--- config.mk ---
export PLATFORM = sky130hd
export DESIGN_NAME = pci_parity_unit
export DESIGN_NICKNAME = d
export VERILOG_FILES = /design/src/rtl/pci_par_pkg.sv /design/src/rtl/pci_par_gen.sv /design/src/rtl/pci_phase_track.sv /design/src/rtl/pci_par_check.sv /design/src/rtl/pci_parity_unit.sv
export SDC_FILE = /design/constraint.sdc
export NUM_CORES = 1
export LEC_CHECK = 0
export ABC_AREA = 1
export BUFFER_PORTS_ARGS = -buffer_cell sky130_fd_sc_hd__buf_2
export CORE_UTILIZATION = 45
export CTS_BUF_LIST = sky130_fd_sc_hd__clkbuf_16
export CTS_CLUSTER_SIZE = 14
export DETAILED_ROUTE_END_ITERATION = 7
export GPL_TIMING_DRIVEN = 0
export HOLD_SLACK_MARGIN = 0.08
export PLACE_DENSITY = 0.78
export SYNTH_ARGS = -nofsm -noshare
export SYNTH_HDL_FRONTEND = slang
export SYNTH_SLANG_ARGS = --single-unit
--- constraint.sdc ---
create_clock -name clk -period 1.25 [get_ports clk]
set_clock_uncertainty 0.1 [all_clocks]
set_input_delay 0.0625 -clock clk [delete_from_list [all_inputs] [get_ports clk]]
set_output_delay 0.0625 -clock clk [all_outputs]
set_load 0.03 [all_outputs]
--- src/rtl/pci_par_pkg.sv ---
package pci_par_pkg;

    // Kind of phase the checker should verify in a given clock
    typedef enum logic [1:0] {
        PH_NONE = 2'd0,
        PH_ADDR = 2'd1,
        PH_DATA = 2'd2
    } phase_e;

    // Command that announces a second address phase
    localparam logic [3:0] CMD_DUAL_ADDR = 4'b1101;

    // Commands with bit 0 set move data from initiator to target
    function automatic logic cmd_is_write(input logic [3:0] cmd);
        return cmd[0];
    endfunction

endpackage

--- src/rtl/pci_par_gen.sv ---
module pci_par_gen #(
    parameter int DW = 32,
    parameter int BW = DW / 8
) (
    input  logic          clk,
    input  logic          rst,
    input  logic          drv_oe,
    input  logic [DW-1:0] drv_ad,
    input  logic [BW-1:0] drv_cbe,
    output logic          par_o,
    output logic          par_oe_o
);

    logic par_q;
    logic oe_q;

    // Parity of the driven value is always registered; the enable trails AD's by one clock
    always_ff @(posedge clk) begin
        if (rst) begin
            par_q <= 1'b0;
            oe_q  <= 1'b0;
        end else begin
            par_q <= ^{drv_ad, drv_cbe};
            oe_q  <= drv_oe;
        end
    end

    assign par_o    = par_q;
    assign par_oe_o = oe_q;

    AST_PAR_EVEN: assert property (@(posedge clk) disable iff (rst)
        (!$past(rst) && par_oe_o) |-> ((^{par_o, $past(drv_ad), $past(drv_cbe)}) == 1'b0));

    AST_PAR_OE_ON: assert property (@(posedge clk) disable iff (rst)
        $rose(drv_oe) |=> par_oe_o);

    AST_PAR_OE_OFF: assert property (@(posedge clk) disable iff (rst)
        $fell(drv_oe) |=> !par_oe_o);

endmodule

--- src/rtl/pci_phase_track.sv ---
module pci_phase_track
    import pci_par_pkg::*;
(
    input  logic       clk,
    input  logic       rst,
    input  logic       frame_n,
    input  logic       irdy_n,
    input  logic       trdy_n,
    input  logic [3:0] cmd_in,
    output phase_e     phase_o
);

    logic       frame_q;
    logic       dual_q;
    logic       in_data_q;
    logic [3:0] cmd_q;

    logic addr_first;
    logic addr_ph;
    logic addr_last;
    logic xfer_end;
    logic data_ok;

    // start of a transaction is a falling FRAME#
    assign addr_first = !frame_n && frame_q;
    // a dual-address command adds a second address phase
    assign addr_ph    = addr_first || dual_q;
    assign addr_last  = addr_ph && !(addr_first && (cmd_in == CMD_DUAL_ADDR));
    // last transfer done or bus idle
    assign xfer_end   = frame_n && (irdy_n || !trdy_n);
    // the ready signal of the data source marks valid data
    assign data_ok    = in_data_q && !addr_ph &&
                        (cmd_is_write(cmd_q) ? !irdy_n : !trdy_n);

    always_ff @(posedge clk) begin
        if (rst) begin
            frame_q   <= 1'b1;
            dual_q    <= 1'b0;
            in_data_q <= 1'b0;
            cmd_q     <= 4'h0;
        end else begin
            frame_q <= frame_n;
            dual_q  <= addr_first && (cmd_in == CMD_DUAL_ADDR);
            if (addr_ph) begin
                cmd_q <= cmd_in;
            end
            if (addr_last) begin
                in_data_q <= 1'b1;
            end else if (xfer_end) begin
                in_data_q <= 1'b0;
            end
        end
    end

    always_comb begin
        if (addr_ph) begin
            phase_o = PH_ADDR;
        end else if (data_ok) begin
            phase_o = PH_DATA;
        end else begin
            phase_o = PH_NONE;
        end
    end

    AST_NO_DATA_WHEN_IDLE: assert property (@(posedge clk) disable iff (rst)
        ($past(frame_n) && $past(irdy_n) && frame_n) |-> (phase_o != PH_DATA));

endmodule

--- src/rtl/pci_par_check.sv ---
module pci_par_check
    import pci_par_pkg::*;
#(
    parameter int DW = 32,
    parameter int BW = DW / 8
) (
    input  logic          clk,
    input  logic          rst,
    input  phase_e        phase_i,
    input  logic          ad_oe,
    input  logic [DW-1:0] ad_in,
    input  logic [BW-1:0] cbe_in,
    input  logic          par_in,
    output logic          addr_perr,
    output logic          data_perr
);

    phase_e kind_q;
    logic   sum_q;
    logic   mism;
    logic   aerr_q;
    logic   derr_q;

    // Only the reduced parity of the sampled phase is kept, not the 36 bits
    assign mism = sum_q ^ par_in;

    always_ff @(posedge clk) begin
        if (rst) begin
            kind_q <= PH_NONE;
            sum_q  <= 1'b0;
            aerr_q <= 1'b0;
            derr_q <= 1'b0;
        end else begin
            aerr_q <= (kind_q == PH_ADDR) && mism;
            derr_q <= (kind_q == PH_DATA) && mism;
            kind_q <= ad_oe ? PH_NONE : phase_i;
            sum_q  <= ^{ad_in, cbe_in};
        end
    end

    assign addr_perr = aerr_q;
    assign data_perr = derr_q;

    AST_ERR_ONE_KIND: assert property (@(posedge clk) disable iff (rst)
        !(addr_perr && data_perr));

    AST_NO_SELF_CHECK: assert property (@(posedge clk) disable iff (rst)
        (addr_perr || data_perr) |-> !$past(ad_oe, 2));

endmodule

--- src/rtl/pci_parity_unit.sv ---
module pci_parity_unit
    import pci_par_pkg::*;
#(
    parameter int DW = 32,
    parameter int BW = DW / 8
) (
    input  logic          clk,
    input  logic          rst,
    input  logic          frame_n,
    input  logic          irdy_n,
    input  logic          trdy_n,
    input  logic [DW-1:0] ad_in,
    input  logic [BW-1:0] cbe_in,
    input  logic          par_in,
    input  logic          ad_oe,
    input  logic [DW-1:0] ad_out,
    input  logic [BW-1:0] cbe_out,
    output logic          par_out,
    output logic          par_oe,
    output logic          addr_perr,
    output logic          data_perr
);

    phase_e phase;

    pci_par_gen #(.DW(DW), .BW(BW)) i_gen (
        .clk      (clk),
        .rst      (rst),
        .drv_oe   (ad_oe),
        .drv_ad   (ad_out),
        .drv_cbe  (cbe_out),
        .par_o    (par_out),
        .par_oe_o (par_oe)
    );

    pci_phase_track i_track (
        .clk     (clk),
        .rst     (rst),
        .frame_n (frame_n),
        .irdy_n  (irdy_n),
        .trdy_n  (trdy_n),
        .cmd_in  (cbe_in[3:0]),
        .phase_o (phase)
    );

    pci_par_check #(.DW(DW), .BW(BW)) i_chk (
        .clk       (clk),
        .rst       (rst),
        .phase_i   (phase),
        .ad_oe     (ad_oe),
        .ad_in     (ad_in),
        .cbe_in    (cbe_in),
        .par_in    (par_in),
        .addr_perr (addr_perr),
        .data_perr (data_perr)
    );

endmodule

# Word level (Yosys, flattened, before mapping)
# Cells that the tools add are included.
[word_totals]
ff_bits = 11
out_inout_bits = 4
word_cells = 40
[op_classes]
n_eq_ne = 3
n_mux = 5
bitwise = 1
reduce_logical = 20
[op_table]
columns = ["op", "count"]
rows = [
  ["$reduce_xor A36 Y1", 2],
  ["$logic_and A1 B1 Y1", 8],
  ["$logic_not A1 Y1", 5],
  ["$eq A4 B4 Y1 const B", 1],
  ["$mux W1", 4],
  ["$reduce_or A3 Y1", 1],
  ["$eq A2 B1 Y1 const B", 1],
  ["$eq A2 B2 Y1 const B", 1],
  ["$logic_or A1 B1 Y1", 2],
  ["$mux W2", 1],
  ["$reduce_bool A2 Y1", 1],
  ["$reduce_or A2 Y1", 1],
  ["$xor A1 B1 Y1", 1],
]

# Depth between registers and ports, before layout
[depth]
word_depth = 8
ltp_mapped = 14

# By module
# From an unflattened synthesis, not the netlist that was laid out.
[unflattened]
cells_unflattened = 464
area_unflattened_um2 = 2147.1
[modules_own_cells]
columns = ["module", "n_inst", "cells_per_inst", "area_each_um2"]
rows = [
  ["pci_par_check", 1, 236, 1049.8],
  ["pci_par_gen", 1, 195, 868.3],
  ["pci_phase_track", 1, 33, 229.0],
]

# Least setup slack after synthesis
# OpenSTA, ideal clock, no wires.
[synth_path]
path_kind = "in2reg"
from = "input port cbe_in[2]"
to = "register i_chk.sum_q"
setup_ns = 0.115
arrival_ns = 1.097
required_time_ns = 1.035
slack_ns = -0.062
cell_stages = 11
path_buffers = 0
cell_sequence = "ha_1 -> xnor2_1 -> inv_1 -> nand3_1 -> nand2_1 -> nand2_1 -> nand2_1 -> nand2_2 -> nand3_2 -> nand2_1 -> nor2_1"
[synth_between]
elab_chain_len = 1
[synth_rtl]
columns = ["element", "line_no", "text"]
rows = [
  ["start, declared", "pci_parity_unit.sv:13", "input logic [BW-1:0] cbe_in,"],
  ["$reduce_xor A36 Y1", "pci_par_check.sv:37", "sum_q <= ^{ad_in, cbe_in};"],
  ["end signal, assigned", "pci_par_check.sv:37", ""],
  ["end, declared", "pci_par_check.sv:19", "logic sum_q;"],
]
# Every way passes these cells.
# A chain may end at the register's enable or synchronous reset.

# Worst setup path after layout
[layout_path]
from = "input port trdy_n"
to = "register i_chk.kind_q[1]"
[layout_between]
elab_chain_len = 4
[layout_rtl]
columns = ["element", "line_no", "text"]
rows = [
  ["start, declared", "pci_parity_unit.sv:11", "input logic trdy_n,"],
  ["$logic_not A1 Y1", "pci_phase_track.sv:33", "(cmd_is_write(cmd_q) ? !irdy_n : !trdy_n);"],
  ["$mux W1", "pci_phase_track.sv:33", ""],
  ["$logic_and A1 B1 Y1", "pci_phase_track.sv:32", "assign data_ok = in_data_q && !addr_ph &&"],
  ["$mux W2", "pci_phase_track.sv:58", "end else if (data_ok) begin"],
  ["end signal, assigned", "pci_par_check.sv:36", "kind_q <= ad_oe ? PH_NONE : phase_i;"],
  ["end, declared", "pci_par_check.sv:18", "phase_e kind_q;"],
]
# Every way passes these cells.

==> impl_metrics.toml <==
[run_status]
status = "finished, final reports clean"

[synthesis]
yosys.area.top_type_share_pct = 53.4
yosys-top-cells-area = "nand2_1, inv_1, dfxtp_1"
synth_cells = 441
yosysTopAreaCell = "nand2_1"
synth_area_per_cell_um2 = 4.58
ys_seq_elements = 11
yosysSeqAreaShare_pct = 10.9
synth_nets = 522
yosysWarningCount = 0
synth_cell_types = 18
syn_area_mm2 = 0.00202

[floorplan]
io_pins = 83
rows = 23
die_y_um = 69.0
start_util_pct = 48.7
core_mm2 = 0.00414
dieArea_mm2 = 0.00476
die_w_um = 69.0

[detailed_routing]
drt-total-wl_um = 4540
via_count = 2600
drt-initial-drc-count = 106
via_per_inst = 4.44
drtPass1Iterations = 4
remaining_drc_errors = 0
antenna_left = 0
wl_per_cell_um = 7.75

[finish]
antenna_cells = 0
n_fill_cell = 431
synthToLayoutAreaGrowth_pct = 34.2
finalNetCount = 617
drive_gt1_share_pct = 21.3
final_core_util_pct = 65.4
final_area_mm2 = 0.00271
instances_no_fill = 585

[worst_setup_path]
cpMaxStageDelayCell = "dlygate4sd3_1"
crit_family = "buffers and inverters"
cp-end-kind = "flop"
critPathArrivalTime_ns = 1.21
crit_chain = "dlygate4sd3_1 > buf_2 > inv_1 > nor2_1 > a2111oi_1"
startpoint_type = "primary input"
cp_num_buf_inv = 3
max_stage_delay_ns = 0.53
worstPathMaxFanout = 2
crit_type = "primary input to flop"
crit_required_ns = 1.27
r2r_slack_ns = 0.09

[global_route]
grt_pass1_vias = 2026
overflow = 0
antenna_found_initial = 0
grtUsageTotal_pct = 18.8
grt_pass1_wl_um = 7100
grt_max_degree = 7

[clocking]
clk_pin_slew_ns = 0.04
cts_tree = "built"
clk_latency_ns = 0.24
htreeDepth = 1
clock_path_buffers = 2
cts-buffers-inserted = 3
cts_root_buffer = "clkbuf_16"
cts_sinks = 11

[timing]
setup_tns_ns = 0
finalSetupViolCount = 0
slew_viol_final = 0
grt_setup_unrepaired = "true"
fin_crit_ns = 1.19
worst_pin_slew_ns = 0.336
whs_ns = 0.0568
finalCritPeriodShare_pct = 95.5
finalHoldViolCount = 0
slew-limit-headroom_pct = 77.5
max_freq_ghz = 0.838

[min_path]
hp-class = "primary input to flop"

[placed_design]
dp.cells = 573
gp_congestion = 0.778
place_area_mm2 = 0.00252
port_buffers = 82
place_hpwl_um = 3760

[power]
p_leak_uw = 0.00185
cellPowerDensity_mw_per_mm2 = 714
ir_drop_mv = 0.457

[flow_run]
maxCapViolations = 0
## cell usage after synthesis (all sizes together)
cell and number:
nand2 300, inv 70, nor2 18, xnor2 15, nand3 12, dfxtp 11, a21oi 3, xor2 3
ha 2, nor4 2, o21ai 2, a2111oi 1, nor3 1, o31ai 1
## placed cells by master, fill, tap and decap left out, types with 8 or more instances in the layout
master / n
nand2_1: 286
dfxtp_1: 11
nor2_1: 16
nand3_1: 11
inv_2: 8
dlygate4sd3_1: 8
inv_1: 63
buf_2: 82
nand2_2: 14
xnor2_1: 14
## flip-flops by register name (all words and copies together), names as in the netlist
name,cells
i_chk.addr_perr,1
i_chk.kind_q,2
i_track.dual_q,1
i_track.in_data_q,1
i_gen.par_o,1
i_gen.par_oe_o,1
i_track.cmd_q,1
i_chk.sum_q,1
i_track.frame_q,1
i_chk.data_perr,1
## worst paths after layout
kind / start / endpoint / cells past startpoint
hold reg to reg: i_chk.kind_q[1]$_SDFF_PP0_ / i_chk.addr_perr$_SDFF_PP0_ / 1
setup / recovery: trdy_n / i_chk.kind_q[1]$_SDFF_PP0_ / 5
setup reg to reg: i_track.frame_q$_SDFF_PP1_ / i_chk.kind_q[1]$_SDFF_PP0_ / 5
hold / removal: rst / i_chk.data_perr$_SDFF_PP0_ / 4
## worst register-to-register path, stage by stage, from the launching register on
cell and delay (ns):
dfxtp_1 0.29, nand2_1 0.10, inv_1 0.07, nor2_4 0.11, inv_1 0.08, a2111oi_1 0.28
## layout make-up
class	count	area [um^2]	area share (%)
clock buffer	3	75.1	2.77
timing repair buffer	90	490	18.1
inverter	70	263	9.70
multi-input combinational	360	1590	58.8
sequential	11	220	8.13
tap	50	62.6	2.31
clock inverter	1	3.75	0.139
## repair_timing
action                                  in CTS  in global routing
cloned                                       0                  0
buffers inserted                             0                  0
hold buffers                                 9                  0
hold endpoints to repair                     9                  0
pin swaps                                    0                  5
endpoints found under the setup margin       1                  4
gates resized for setup                      1                  7
## where the power goes
group	internal, uW	leakage [uW]	total, uW	switching, uW
Sequential	377	0.0000905	386	9.26
Combinational	412	0.00172	983	571
Clock	419	0.0000423	566	147
## cells by family (layout without fill, tap and decap cells)
logic type	Yosys count	in the layout	synth area share (%)
flops	11	11	10.9
compound gates	7	7	2.05
fa+ha+maj	2	2	1.24
buf+inv	70	164	13.0
xor+xnor	18	18	7.81
simple gates	333	333	65.0
## per-layer routing
metal,share of wire [%],track usage (%),up-vias
met3,4.5,1.97,2
met2,50,36.9,58
met1,45,21.4,1059
met4,0.35,3.57,0
met5,0,0,-
li1,-,-,1481
## through the flow
step	setup WS, ns	total power (uW)
2_1_floorplan	0.0152	1050
3_3_place_gp	-0.201	1290
3_5_place_dp	-0.215	1320
4_1_cts	0.0185	1910
5_1_grt	-0.0306	2120
6_report	0.0568	1930
No activity file was read; power rests on OpenSTA's default activity.
